<file path="src/rtl/dma_chain_pkg.sv">
package dma_chain_pkg;
  localparam int AMW = 6;
  localparam logic [AMW-1:0] AM_BLOCK = 6'h08;
  localparam int AM_LSB = 16;
  localparam int DESC_WORDS = 4;

  typedef enum logic [1:0] {TS_IDLE, TS_FETCH, TS_MOVE} top_state_t;
  typedef enum logic [1:0] {MV_IDLE, MV_BUS, MV_WRITE} mv_state_t;
endpackage

</file>
<file path="src/rtl/dma_desc_fetch.sv">
module dma_desc_fetch
  import dma_chain_pkg::*;
#(
  parameter int AW = 16,
  parameter int DW = 32,
  parameter int CW = 16
) (
  input  logic           clk,
  input  logic           rst,
  input  logic           start,
  input  logic [AW-1:0]  base,
  output logic           rd_req,
  output logic [AW-1:0]  rd_addr,
  input  logic [DW-1:0]  rd_data,
  output logic           done,
  output logic [AW-1:0]  src,
  output logic [AW-1:0]  dst,
  output logic [CW-1:0]  count,
  output logic [AMW-1:0] am,
  output logic [AW-1:0]  next,
  output logic           last
);
  localparam int IW = $clog2(DESC_WORDS);
  localparam logic [IW-1:0] LAST_IDX = IW'(DESC_WORDS - 1);

  logic          active;
  logic [IW-1:0] issue_idx;
  logic          pend;
  logic [IW-1:0] pend_idx;

  assign rd_req  = active;
  assign rd_addr = base + AW'(issue_idx);

  always_ff @(posedge clk) begin
    if (rst) begin
      active    <= 1'b0;
      issue_idx <= '0;
      pend      <= 1'b0;
      pend_idx  <= '0;
      done      <= 1'b0;
      src       <= '0;
      dst       <= '0;
      count     <= '0;
      am        <= '0;
      next      <= '0;
      last      <= 1'b0;
    end else begin
      done     <= 1'b0;
      pend     <= active;
      pend_idx <= issue_idx;
      if (start) begin
        active    <= 1'b1;
        issue_idx <= '0;
      end else if (active) begin
        issue_idx <= issue_idx + 1'b1;
        if (issue_idx == LAST_IDX) active <= 1'b0;
      end
      if (pend) begin
        case (pend_idx)
          2'd0: src <= rd_data[AW-1:0];
          2'd1: dst <= rd_data[AW-1:0];
          2'd2: begin
            count <= rd_data[CW-1:0];
            am    <= rd_data[AM_LSB +: AMW];
          end
          default: begin
            next <= rd_data[AW-1:0];
            last <= rd_data[DW-1];
            done <= 1'b1;
          end
        endcase
      end
    end
  end

  // The descriptor is complete two cycles after its last read was issued
  assert_fetch_latency_R2: assert property (@(posedge clk) disable iff (rst)
    done |-> $past(rd_req, 2));
endmodule

</file>
<file path="src/rtl/dma_word_mover.sv">
module dma_word_mover
  import dma_chain_pkg::*;
#(
  parameter int AW = 16,
  parameter int DW = 32,
  parameter int CW = 16
) (
  input  logic           clk,
  input  logic           rst,
  input  logic           start,
  input  logic [AW-1:0]  src,
  input  logic [AW-1:0]  dst,
  input  logic [CW-1:0]  count,
  input  logic [AMW-1:0] am,
  output logic           bus_req,
  output logic           bus_addr_phase,
  output logic [AW-1:0]  bus_addr,
  output logic [AMW-1:0] bus_am,
  input  logic           bus_ack,
  input  logic           bus_err,
  input  logic [DW-1:0]  bus_rdata,
  output logic           wr_req,
  output logic [AW-1:0]  wr_addr,
  output logic [DW-1:0]  wr_data,
  output logic           done,
  output logic           abort
);
  mv_state_t      state;
  logic [AW-1:0]  src_ptr, dst_ptr;
  logic [CW-1:0]  remaining;
  logic [AMW-1:0] am_q;
  logic [DW-1:0]  data_q;
  logic           first_q;

  assign bus_req        = (state == MV_BUS);
  assign bus_addr       = src_ptr;
  assign bus_am         = am_q;
  assign bus_addr_phase = bus_req && (first_q || (am_q != AM_BLOCK));
  assign wr_req         = (state == MV_WRITE);
  assign wr_addr        = dst_ptr;
  assign wr_data        = data_q;

  always_ff @(posedge clk) begin
    if (rst) begin
      state     <= MV_IDLE;
      src_ptr   <= '0;
      dst_ptr   <= '0;
      remaining <= '0;
      am_q      <= '0;
      data_q    <= '0;
      first_q   <= 1'b0;
      done      <= 1'b0;
      abort     <= 1'b0;
    end else begin
      done  <= 1'b0;
      abort <= 1'b0;
      case (state)
        MV_IDLE: if (start) begin
          if (count == '0) begin
            done <= 1'b1;
          end else begin
            src_ptr   <= src;
            dst_ptr   <= dst;
            remaining <= count;
            am_q      <= am;
            first_q   <= 1'b1;
            state     <= MV_BUS;
          end
        end
        MV_BUS: begin
          if (bus_err) begin
            abort <= 1'b1;
            state <= MV_IDLE;
          end else if (bus_ack) begin
            data_q <= bus_rdata;
            state  <= MV_WRITE;
          end
        end
        default: begin
          src_ptr   <= src_ptr + 1'b1;
          dst_ptr   <= dst_ptr + 1'b1;
          first_q   <= 1'b0;
          remaining <= remaining - 1'b1;
          if (remaining == CW'(1)) begin
            done  <= 1'b1;
            state <= MV_IDLE;
          end else begin
            state <= MV_BUS;
          end
        end
      endcase
    end
  end

  // A pending bus request holds its address until acknowledged or errored
  assert_bus_hold_R4: assert property (@(posedge clk) disable iff (rst)
    (bus_req && !bus_ack && !bus_err) |=> (bus_req && $stable(bus_addr)));
  // Every memory write follows an acknowledged bus word
  assert_write_after_ack_R4: assert property (@(posedge clk) disable iff (rst)
    wr_req |-> $past(bus_req && bus_ack));
  // A block-mode word that follows a write presents no address
  assert_block_addr_once_R5: assert property (@(posedge clk) disable iff (rst)
    (bus_req && (bus_am == AM_BLOCK) && $past(wr_req)) |-> !bus_addr_phase);
  // A bus error ends the transfer without writing the failing word
  assert_err_no_write_R9: assert property (@(posedge clk) disable iff (rst)
    (bus_req && bus_err) |=> (!wr_req && !bus_req && abort));
endmodule

</file>
<file path="src/rtl/dma_status.sv">
module dma_status #(
  parameter int AW = 16
) (
  input  logic          clk,
  input  logic          rst,
  input  logic          start,
  input  logic          finish,
  input  logic          abort,
  input  logic [AW-1:0] cur_addr,
  output logic          busy,
  output logic          done_flag,
  output logic          err_flag,
  output logic          irq,
  output logic [AW-1:0] fail_addr
);
  always_ff @(posedge clk) begin
    if (rst) begin
      busy      <= 1'b0;
      done_flag <= 1'b0;
      err_flag  <= 1'b0;
      irq       <= 1'b0;
      fail_addr <= '0;
    end else begin
      irq <= 1'b0;
      if (start) begin
        busy      <= 1'b1;
        done_flag <= 1'b0;
        err_flag  <= 1'b0;
      end else if (abort) begin
        busy      <= 1'b0;
        err_flag  <= 1'b1;
        fail_addr <= cur_addr;
        irq       <= 1'b1;
      end else if (finish) begin
        busy      <= 1'b0;
        done_flag <= 1'b1;
        irq       <= 1'b1;
      end
    end
  end

  assert_irq_pulse_R8: assert property (@(posedge clk) disable iff (rst)
    irq |=> !irq);
  assert_busy_end_irq_R8: assert property (@(posedge clk) disable iff (rst)
    $fell(busy) |-> irq);
  assert_flags_exclusive_R11: assert property (@(posedge clk) disable iff (rst)
    !(done_flag && err_flag));
  assert_start_clears_R11: assert property (@(posedge clk) disable iff (rst)
    start |=> (!done_flag && !err_flag && busy));
endmodule

</file>
<file path="src/rtl/desc_chain_dma.sv">
module desc_chain_dma
  import dma_chain_pkg::*;
#(
  parameter int AW = 16,
  parameter int DW = 32,
  parameter int CW = 16
) (
  input  logic           clk,
  input  logic           rst,
  input  logic           go,
  input  logic [AW-1:0]  head_addr,
  output logic           busy,
  output logic           done_flag,
  output logic           err_flag,
  output logic           irq,
  output logic [AW-1:0]  fail_desc_addr,
  output logic           mem_req,
  output logic           mem_we,
  output logic [AW-1:0]  mem_addr,
  output logic [DW-1:0]  mem_wdata,
  input  logic [DW-1:0]  mem_rdata,
  output logic           bus_req,
  output logic           bus_addr_phase,
  output logic [AW-1:0]  bus_addr,
  output logic [AMW-1:0] bus_am,
  input  logic           bus_ack,
  input  logic           bus_err,
  input  logic [DW-1:0]  bus_rdata
);
  top_state_t     state;
  logic [AW-1:0]  cur_desc;
  logic           fetch_start, move_start;

  logic           f_rd, f_done, f_last;
  logic [AW-1:0]  f_addr, f_src, f_dst, f_next;
  logic [CW-1:0]  f_count;
  logic [AMW-1:0] f_am;

  logic           mv_wr, mv_done, mv_abort;
  logic [AW-1:0]  mv_waddr;
  logic [DW-1:0]  mv_wdata;

  logic go_accept, chain_finish, chain_abort;

  assign go_accept    = go && (state == TS_IDLE);
  assign chain_finish = (state == TS_MOVE) && mv_done && f_last;
  assign chain_abort  = (state == TS_MOVE) && mv_abort;

  always_ff @(posedge clk) begin
    if (rst) begin
      state       <= TS_IDLE;
      cur_desc    <= '0;
      fetch_start <= 1'b0;
      move_start  <= 1'b0;
    end else begin
      fetch_start <= 1'b0;
      move_start  <= 1'b0;
      case (state)
        TS_IDLE: if (go) begin
          cur_desc    <= head_addr;
          fetch_start <= 1'b1;
          state       <= TS_FETCH;
        end
        TS_FETCH: if (f_done) begin
          move_start <= 1'b1;
          state      <= TS_MOVE;
        end
        default: begin
          if (mv_abort) begin
            state <= TS_IDLE;
          end else if (mv_done) begin
            if (f_last) begin
              state <= TS_IDLE;
            end else begin
              cur_desc    <= f_next;
              fetch_start <= 1'b1;
              state       <= TS_FETCH;
            end
          end
        end
      endcase
    end
  end

  dma_desc_fetch #(.AW(AW), .DW(DW), .CW(CW)) u_fetch (
    .clk(clk), .rst(rst), .start(fetch_start), .base(cur_desc),
    .rd_req(f_rd), .rd_addr(f_addr), .rd_data(mem_rdata), .done(f_done),
    .src(f_src), .dst(f_dst), .count(f_count), .am(f_am),
    .next(f_next), .last(f_last)
  );

  dma_word_mover #(.AW(AW), .DW(DW), .CW(CW)) u_mover (
    .clk(clk), .rst(rst), .start(move_start),
    .src(f_src), .dst(f_dst), .count(f_count), .am(f_am),
    .bus_req(bus_req), .bus_addr_phase(bus_addr_phase), .bus_addr(bus_addr),
    .bus_am(bus_am), .bus_ack(bus_ack), .bus_err(bus_err), .bus_rdata(bus_rdata),
    .wr_req(mv_wr), .wr_addr(mv_waddr), .wr_data(mv_wdata),
    .done(mv_done), .abort(mv_abort)
  );

  dma_status #(.AW(AW)) u_status (
    .clk(clk), .rst(rst), .start(go_accept), .finish(chain_finish),
    .abort(chain_abort), .cur_addr(cur_desc),
    .busy(busy), .done_flag(done_flag), .err_flag(err_flag), .irq(irq),
    .fail_addr(fail_desc_addr)
  );

  assign mem_req   = f_rd | mv_wr;
  assign mem_we    = mv_wr;
  assign mem_addr  = mv_wr ? mv_waddr : f_addr;
  assign mem_wdata = mv_wdata;

  // Descriptor reads and data writes never collide on the shared port
  assert_port_exclusive_R2: assert property (@(posedge clk) disable iff (rst)
    !(f_rd && mv_wr));
  // A go while busy leaves the current descriptor pointer alone
  assert_go_busy_ignored_R10: assert property (@(posedge clk) disable iff (rst)
    (busy && go && (state == TS_FETCH)) |=> $stable(cur_desc));
  // The fetch unit is only started once the engine has left idle
  assert_no_fetch_idle_R1: assert property (@(posedge clk) disable iff (rst)
    (state == TS_IDLE && !go) |=> !f_rd);
endmodule

</file>
<file path="config.mk">
export PLATFORM = sky130hd
export DESIGN_NAME = desc_chain_dma
export DESIGN_NICKNAME = d
export VERILOG_FILES = /design/src/rtl/dma_chain_pkg.sv /design/src/rtl/dma_desc_fetch.sv /design/src/rtl/dma_word_mover.sv /design/src/rtl/dma_status.sv /design/src/rtl/desc_chain_dma.sv
export SDC_FILE = /design/constraint.sdc
export NUM_CORES = 1
export LEC_CHECK = 0
export BUFFER_PORTS_ARGS = -buffer_cell sky130_fd_sc_hd__buf_4
export CAP_MARGIN = 20
export CORE_ASPECT_RATIO = 0.6
export CORE_MARGIN = 2
export CORE_UTILIZATION = 55
export DETAILED_ROUTE_END_ITERATION = 12
export PLACE_DENSITY = 0.83
export SETUP_SLACK_MARGIN = 0.1
export SYNTH_ARGS = -nofsm -noshare
export SYNTH_HDL_FRONTEND = slang
export SYNTH_SLANG_ARGS = --single-unit
</file>
<file path="constraint.sdc">
create_clock -name clk -period 2.63 [get_ports clk]
set_input_delay 0.263 -clock clk [delete_from_list [all_inputs] [get_ports clk]]
set_output_delay 0.263 -clock clk [all_outputs]
set_load 0.01 [all_outputs]
</file>
# == Word level (Yosys, flattened, before mapping) ==
# Index checks and enable logic that the tools add are counted.
# totals
register_bits,209
elab_cells,140
output_inout_bits,94
input_bits,85
# op_classes
n_bitwise,9
mux,50
reduce_logical,31
eq_ne,16
addsub,5
# op_table
operator,count
16-bit two-way mux,11
16-bit case mux with 2 select lines,4
16-bit by 1-bit adder with 16-bit output (second input constant),2
1-bit two-way mux,22
16-bit by 2-bit adder with 16-bit output,1
16-bit by 1-bit equality test with 1-bit output (second input constant),1
16-bit logical NOT,1
2-bit two-way mux,8
16-bit by 1-bit subtractor with 16-bit output (second input constant),1
3-bit AND reduction,5
2-bit AND reduction,6
2-bit inequality test (second input constant),5
2-bit OR reduction,5
2-bit equality test (second input constant),4
1-bit NOT,8
2-bit case mux with 2 select lines,2
2-bit by 1-bit equality test with 1-bit output (second input constant),3
2-bit logical NOT,3
6-bit by 4-bit inequality test with 1-bit output (second input constant),1
1-bit case mux with 2 select lines,3
1-bit logical AND,5
5-bit AND reduction,1
4-bit nonzero test,1
3-bit inequality test (second input constant),1
7 further kinds,7

# == Logic depth before layout (Yosys ltp) ==
# Gate-level depths: netlist (run 1).
# depth
ltp_word,6
mapped_depth,8

# == Cells and area by module ==
# Synthesis (run 1) repeated with hierarchy kept, for this count alone.
# hier_totals
cells_unflattened,1160
hier_area_um2,9576.7
# by_module_without_submodules
module,cells_per_inst,n_inst,area_each_um2
dma_word_mover,565,1,4454.3
dma_desc_fetch,379,1,3014.1
desc_chain_dma,132,1,1248.7
dma_status,84,1,859.6

# == Least setup slack after synthesis (run 1) ==
# No wires, ideal clock.
# synth_path
path_type,register to output
start,reg u_fetch.issue_idx[0]
end,out mem_addr[12]
arrival_time_ps,2024
required_time_ps,2367
path_stages_with_launch,9
slack_ps,343
cell_sequence,dfxtp_1 -> ha_1 -> inv_1 -> fa_1 -> nand3b_1 -> or3_1 -> nor2_1 -> xnor2_1 -> o21ai_0
# synth_via
elab_chain_len,2
# synth_rtl
element,line,text
start: declaration,dma_desc_fetch.sv:27,logic [IW-1:0] issue_idx;
start signal: assignment,dma_desc_fetch.sv:55,issue_idx <= issue_idx + 1'b1;
16-bit by 2-bit adder with 16-bit output,dma_desc_fetch.sv:32,assign rd_addr = base + AW'(issue_idx);
16-bit two-way mux,desc_chain_dma.sv:110,assign mem_addr = mv_wr ? mv_waddr : f_addr;
end: declaration,desc_chain_dma.sv:19,"output logic [AW-1:0] mem_addr,"
# No other way between the ends.

# == Worst setup path after layout (run 1) ==
# layout_path
start,reg cur_desc[0]
end,out mem_addr[12]
# layout_via
elab_chain_len,2
# layout_rtl
element,line,text
start: declaration,desc_chain_dma.sv:31,logic [AW-1:0] cur_desc;
start signal: assignment,desc_chain_dma.sv:60,cur_desc <= head_addr;
start signal: assignment,desc_chain_dma.sv:75,cur_desc <= f_next;
16-bit by 2-bit adder with 16-bit output,dma_desc_fetch.sv:32,
16-bit two-way mux,desc_chain_dma.sv:110,
# No other way between the ends.

==> flow_summary_export.csv, run 1 <==
group,metric,value,unit
status,status,"finished with violations",
status,failed_checks,"negative setup slack",
layout,fin_nets,1451,
grt,grt_first_pass_wirelength,44500,um
placement,dp.final_hpwl,19600,um
synth,ys.flop_type,"sky130_fd_sc_hd__dfxtp_1",
hold_path,timing.hold.worst.start,"bus_rdata[17]",
synth,synth.avg_cell_area,7.67,um^2
layout,seq_area,4200,um^2
hold_path,hold-path-endpoint,"u_mover.wr_data[17]",
placement,post-place-ws,0.0965,ns
pwr,power.share.switching,22.8,%
clock_network,cts_max_level,1,
layout,instances_no_fill,1597,
drt,detailroute.via_count,9505,
clock_network,cts_tree,"built",
placement,gpl.final_weighted_congestion,0.983,
timing,setup_slack,-0.139,ns
worst_setup_path,rr_startpoint,"state[1]",
timing,shortest_period_the_worst_path_allows,2.77,ns
timing,setup_repair_after_global_routing_missed_its_margin,"yes",
synth,yosys_warnings,0,
timing,fin_crit_sh,105,%
clock_network,ctsHoldBuffers,0,
placement,placedInstanceArea,10800,um^2
synth,ys_ff_latch,209,
drt,drt_iter0_markers,1066,
floorplanning,die_w,172,um
pwr,share_comb_of_total_power,6.4,%
timing,max_slew.worst_pin.slew,1.06,ns
synth,yosysTopAreaCell,"sky130_fd_sc_hd__dfxtp_1",
worst_setup_path,timing.critical_path.required,2.37,ns
timing,finalHoldViolations,0,
worst_setup_path,critical_path_endpoint_category,"output pin",
layout,layout.filler_cells,1347,
worst_setup_path,crit_type,"flip-flop to output pin",
worst_setup_path,r2r_cells,3,
timing,final_setup_viols,6,
synth,synth-edff-count,0,
synth,syn_nets,1310,
drt,detailedRoute.firstPassIterationCount,6,
hold_path,min_path_cells,3,
worst_setup_path,reg2reg_to,"cur_desc[9]",
layout,area.growth.synth_to_final,24.3,%
synth,netlist-cell-type-count,68,
clock_network,cts.root.buffer_cell,"sky130_fd_sc_hd__clkbuf_16",
layout,final_layout_size_suffix_gt1_share,21.3,%
synth,syn_inst,1217,
timing,slew_headroom,28.9,%
pwr,power.density_cell_area,547,nW/um^2
synth,mappedNetlistArea,9330,um^2
clock_network,cts_made_buffers,19,
synth,synth_top_area_share,44.8,%
floorplanning,initial_core_util,56.9,%
floorplanning,die_h,105,um
synth,ys_seq_area_share,44.8,%
synth,asyncSetResetFlopFracSynth,0,%
timing,skew,0.0199,ns
hold_path,hp-class,"input pin to flip-flop",
layout,final_design_area_no_fill,11600,um^2
pwr,p_leak,4.19,nW
clock_network,cts-root-to-sink-buffers,3,
pwr,vdd_ir_drop_max,0.368,mV
timing,setup_total_negative_slack,-0.653,ns
placement,total_of_buffers_placed_on_input_and_output_ports,169,
worst_setup_path,arrival,2.51,ns
clock_network,cts.sinks,209,
synth,synth.top_cells.by_area,"sky130_fd_sc_hd__dfxtp_1 (45%), sky130_fd_sc_hd__nand2_1 (14%), sky130_fd_sc_hd__a21oi_1 (9.8%)",
grt,grt_residual_overflow,0,
grt,first_global_vias,8513,
drt,wire_per_inst,18.0,um
drt,routed_wirelength,28700,um
worst_setup_path,rrSetupSlack,0.34,ns
synth,yosys.cell_count.top_type,"sky130_fd_sc_hd__nand2_1",
placement,post-place-cells,1556,
floorplanning,io_pins,179,
grt,grt_usage,31.0,%
timing,fmaxAchievable,361,MHz
pwr,pwr-share-seq,51.2,%
floorplanning,design.core.area,16400,um^2
worst_setup_path,path_max_fanout,3,
drt,postRouteAntennaNets,0,
grt,maximum_number_of_pins_on_one_net_before_global_route_repair,77,
layout,antenna-diode-count,0,
worst_setup_path,startpoint_type,"flip-flop",
drt,via_per_inst,5.95,
layout,postLayoutCoreUtil,70.7,%
flow_run,drv.max_cap_violation_count,0,
pwr,power.share.clock,42.4,%
clock_network,worst_skew_pair.late_latency,0.50,ns
floorplanning,row_count,36,
pwr,power.net_switching,1.45,mW
layout,multi_input_comb_area,4840,um^2
pwr,cellInternalPower,4.90,mW
timing,finalMaxSlewViolations,0,
synth,synth_top_cells_by_count,"sky130_fd_sc_hd__nand2_1 (342), sky130_fd_sc_hd__dfxtp_1 (209), sky130_fd_sc_hd__a21oi_1 (183)",
grt,number_of_antenna_violations_at_the_first_check_in_global_routing,0,
floorplanning,dieArea,18100,um^2
drt,detail_route.drc_violations,0,
clock_network,clock_transition_at_the_register_clock_pins_on_the_worst_setup_and_hold_paths_after_cts,0.07,ns
[worst max path at each step]
stage / from / endpoint / slack [ns] / cells after the start
after floorplan: u_fetch.issue_idx[0] / mem_addr[12] / 0.34 / 8
after global placement: u_fetch.issue_idx[0] / mem_addr[12] / 0.16 / 9
after detailed placement: u_fetch.issue_idx[0] / mem_addr[12] / 0.1 / 9
after CTS: cur_desc[0] / mem_addr[12] / -0.14 / 9
after global routing: cur_desc[0] / mem_addr[8] / -0.21 / 11
final: cur_desc[0] / mem_addr[12] / -0.14 / 9
[cell families after synthesis]
group                      Yosys count  share of synthesized area, %
and+or+nand+nor                    530                          25.3
AOI/OAI and AO/OA                  339                          21.7
DFF                                209                          44.8
buffers and inverters              107                          4.67
xor gates and xnor gates            15                          1.41
muxes                                9                          1.01
adders and majority gates            8                          1.15
[layer usage]
layer | vias to the layer above | part of all wire, % | track usage [%]
li1 | 4499 | - | -
met1 | 4464 | 44 | 46.0
met2 | 502 | 43 | 45.7
met3 | 40 | 12 | 7.77
met4 | 0 | 1.5 | 5.46
met5 | - | 0 | 0
[layout by cell type, fill, tap and decap left out, drive strengths merged, types with 3 or more instances in the layout]
master	count
nand2	342
buf	209
dfxtp	209
a21oi	183
o21ai	60
nor2	58
clkbuf	26
nand3	25
inv	19
a311oi	18
nor3	18
nor4	12
xnor2	11
o31ai	10
o22ai	10
a31oi	9
nand4	8
and2	8
nand2b	7
nor2b	7
a21o	7
and3	7
a211oi	7
or2	7
ha	7
mux2i	6
nor3b	6
or4	6
o311ai	5
o41ai	5
xor2	4
clkinv	4
or3	4
nand3b	3
and4	3
mux2	3
o32ai	3
a2bb2oi	3
o21a	3
or3b	3
[registers in the layout, indices dropped and copies added, names as in the netlist, 2 cells and up]
name                cells
cur_desc               16
u_fetch.next           16
u_fetch.count          16
u_mover.bus_am          6
u_fetch.am              6
u_mover.bus_addr       16
u_mover.wr_data        32
u_mover.remaining      16
u_status.fail_addr     16
u_fetch.dst            16
u_mover.wr_addr        16
u_fetch.pend_idx        2
u_mover.state           2
u_fetch.issue_idx       2
u_fetch.src            16
state                   2
[per-stage QoR]
stage               power [mW]  hold slack (ns)
floorplan                 3.47            0.399
global placement          3.69            0.437
detailed placement        3.70            0.441
CTS                       6.35          0.00454
global route              6.52           0.0110
finish                    6.35           0.0134
[power by group through the flow]
stage	logic (mW)	clock network [mW]	registers, mW
global route	0.432	2.84	3.25
CTS	0.396	2.71	3.25
finish	0.406	2.69	3.25
global placement	0.381	0	3.31
floorplan	0.169	0	3.30
detailed placement	0.383	0	3.32
[cell type report]
cell class                 instances  share of cell area, %
tap                              228                   2.46
clock inverter                     6                  0.507
multi-input combinational        901                   41.7
timing repair buffer             209                   14.0
clock buffer                      26                   4.59
sequential                       209                   36.2
inverter                          18                  0.583
[timing repair]
action / CTS / global route
setup buffers: 7 / 4
pin swaps: 8 / 2
gates resized for setup: 33 / 6
endpoints found under the setup margin: 10 / 10
[critical path, cell delays in order (launching register included)]
cell and delay, ns:
sky130_fd_sc_hd__dfxtp_2 0.36, sky130_fd_sc_hd__ha_4 0.14, sky130_fd_sc_hd__inv_2 0.03, sky130_fd_sc_hd__fa_2 0.33, sky130_fd_sc_hd__nand3b_1 0.22, sky130_fd_sc_hd__or3_4 0.46, sky130_fd_sc_hd__nor2_4 0.10, sky130_fd_sc_hd__xnor2_1 0.06
sky130_fd_sc_hd__o21ai_1 0.16, sky130_fd_sc_hd__buf_4 0.14
(Power assumes the default switching activity.)
==> run 2, diff against run 1 <==
Settings changed: CORE_UTILIZATION 55 to 45, PLACE_DENSITY 0.83 to 0.71.
==> flow_summary_export.csv, run 2 (synthesis results as in run 1) <==
group,metric,value,unit
status,status,"finished with violations",
status,failed_checks,"negative setup slack",
worst_setup_path,critical_path.top_delay_family,"simple AND/OR/NAND/NOR gates",
clock_network,cts-root-to-sink-buffers,3,
timing,final_setup_viols,5,
drt,routed_wirelength,29700,um
drt,detailedRoute.firstPassIterationCount,5,
layout,fin_nets,1484,
drt,detailroute.via_count,9435,
pwr,vdd_ir_drop_max,0.457,mV
floorplanning,dieArea,21900,um^2
timing,shortest_period_the_worst_path_allows,2.84,ns
drt,postRouteAntennaNets,0,
pwr,power.density_cell_area,548,nW/um^2
worst_setup_path,rr_startpoint,"u_fetch.count[10]",
clock_network,cts.sinks,209,
worst_setup_path,critical_path.cell_chain,"ha_4 > inv_2 > fa_2 > nand3b_1 > or3_4 > nor2_4 > xnor2_2 > o21ai_1 > buf_4",
layout,largest_register_ffs,32,
worst_setup_path,r2r_cells,6,
clock_network,cts_made_buffers,21,
clock_network,worst_skew_pair.late_latency,0.51,ns
clock_network,cts.root.buffer_cell,"sky130_fd_sc_hd__clkbuf_16",
timing,setup_repair_after_global_routing_missed_its_margin,"yes",
grt,grt_first_pass_wirelength,46700,um
layout,area.growth.synth_to_final,29.3,%
worst_setup_path,reg2reg_to,"u_mover.bus_addr[11]",
drt,wire_per_inst,17.7,um
worst_setup_path,arrival,2.57,ns
worst_setup_path,timing.critical_path.required,2.37,ns
placement,placedInstanceArea,10800,um^2
timing,finalMaxSlewViolations,0,
worst_setup_path,crit_type,"flip-flop to output pin",
placement,post-place-ws,0.117,ns
hold_path,hold-path-endpoint,"u_mover.wr_data[21]",
timing,fin_crit_sh,108,%
timing,fmaxAchievable,353,MHz
layout,final_cell_mix,"sky130_fd_sc_hd__nand2_1 (342), sky130_fd_sc_hd__dfxtp_1 (199), sky130_fd_sc_hd__buf_4 (198)",
timing,finalHoldViolations,0,
layout,antenna-diode-count,0,
worst_setup_path,path_max_fanout,3,
floorplanning,io_pins,179,
placement,dp.final_hpwl,19900,um
layout,final_layout_size_suffix_gt1_share,21.2,%
worst_setup_path,startpoint_type,"flip-flop",
worst_setup_path,cp_max_delay_cell,"sky130_fd_sc_hd__or3_4",
timing,setup_slack,-0.207,ns
floorplanning,die_w,190,um
drt,via_per_inst,5.62,
pwr,p_leak,4.36,nW
drt,detail_route.drc_violations,0,
worst_setup_path,critical_path.n_buffers_inverters,2,
worst_setup_path,critical_path_endpoint_category,"output pin",
hold_path,timing.hold.worst.start,"bus_rdata[21]",
grt,number_of_antenna_violations_at_the_first_check_in_global_routing,0,
timing,max_slew.worst_pin.slew,0.862,ns
timing,skew,0.0147,ns
grt,grt_residual_overflow,0,
floorplanning,die_h,116,um
grt,maximum_number_of_pins_on_one_net_before_global_route_repair,81,
drt,drt_iter0_markers,1131,
hold_path,min_path_cells,3,
layout,final_design_area_no_fill,12100,um^2
placement,total_of_buffers_placed_on_input_and_output_ports,169,
placement,gpl.final_weighted_congestion,0.919,
hold_path,hp-class,"input pin to flip-flop",
flow_run,drv.max_cap_violation_count,0,
worst_setup_path,slowest_stage_delay_cp,0.46,ns
floorplanning,design.core.area,20200,um^2
clock_network,cts_max_level,1,
clock_network,clock_transition_at_the_register_clock_pins_on_the_worst_setup_and_hold_paths_after_cts,0.06,ns
pwr,fin_total_pwr,6.62,mW
timing,slew_headroom,42.5,%
worst_setup_path,rrSetupSlack,0.45,ns
floorplanning,row_count,40,
clock_network,cts_tree,"built",
layout,final_common_cell,"sky130_fd_sc_hd__nand2_1",
grt,grt_usage,26.6,%
grt,first_global_vias,8797,
floorplanning,initial_core_util,46.3,%
-- run 2: changes by cell type in the layout (fill, tap and decap cells not counted), sizes merged --
cell,change
clkinv,+4
bufinv,-1
clkbuf,+3
buf,-5
dlygate4sd3,+36
-- run 2: metal layers --
metal,GRT usage [%],share of wire (%),up-vias
li1,-,-,4563
met1,39.3,48,4487
met2,39.2,41,365
met3,7.60,10,20
met4,4.29,1.0,0
met5,0,0,-
-- run 2: final cells by class --
class                      instances  area (um^2)
tap                              273          342
clock buffer                      29          606
fill                            1846         8100
timing repair buffer             240         1940
clock inverter                     9         56.3
inverter                          18         67.6
sequential                       209         4200
multi-input combinational        901         4860
-- run 2: worst max path at each step --
stage | start | endpoint | cells past startpoint
after floorplan | u_fetch.issue_idx[0] | mem_addr[12] | 8
after CTS | cur_desc[0] | mem_addr[10] | 9
after detailed placement | cur_desc[0] | mem_addr[10] | 9
final | cur_desc[0] | mem_addr[14] | 9
after global routing | cur_desc[0] | mem_addr[14] | 9
after global placement | cur_desc[0] | mem_addr[10] | 9
-- run 2: where the power goes --
part | leakage, nW | internal [mW] | switching, mW
Combinational | 2.33 | 0.223 | 0.233
Clock | 0.335 | 1.62 | 1.29
Sequential | 1.69 | 3.20 | 0.0509
Total | 4.36 | 5.05 | 1.57
-- run 2: repair_timing --
item                                    4_1_cts  5_1_grt
endpoints found under the hold margin        36        0
gates cloned                                  0        0
setup buffers                                 7        1
pin swaps                                    11        3
resized for setup                            34        9
endpoints found under the setup margin       10       10
hold buffers                                 36        0
-- run 2: worst reg2reg max path, cell delays in order (launching register included) --
cell,delay (ns)
sky130_fd_sc_hd__dfxtp_1,0.35
sky130_fd_sc_hd__nor4_2,0.42
sky130_fd_sc_hd__a41oi_2,0.19
sky130_fd_sc_hd__or2_1,0.50
sky130_fd_sc_hd__buf_12,0.28
sky130_fd_sc_hd__a211o_1,0.29
sky130_fd_sc_hd__o31ai_1,0.06
-- run 2: stage by stage --
stage	util, %	hold WS [ns]	TNS, ns	std cells
after floorplan	-	0.399	0	1217
after global placement	53.7	0.437	0	1597
after detailed placement	53.7	0.444	0	1597
after CTS	59.6	0.00377	-0.915	1678
after global routing	59.8	0.0252	-1.18	1679
final	59.8	0.0155	-0.691	1679
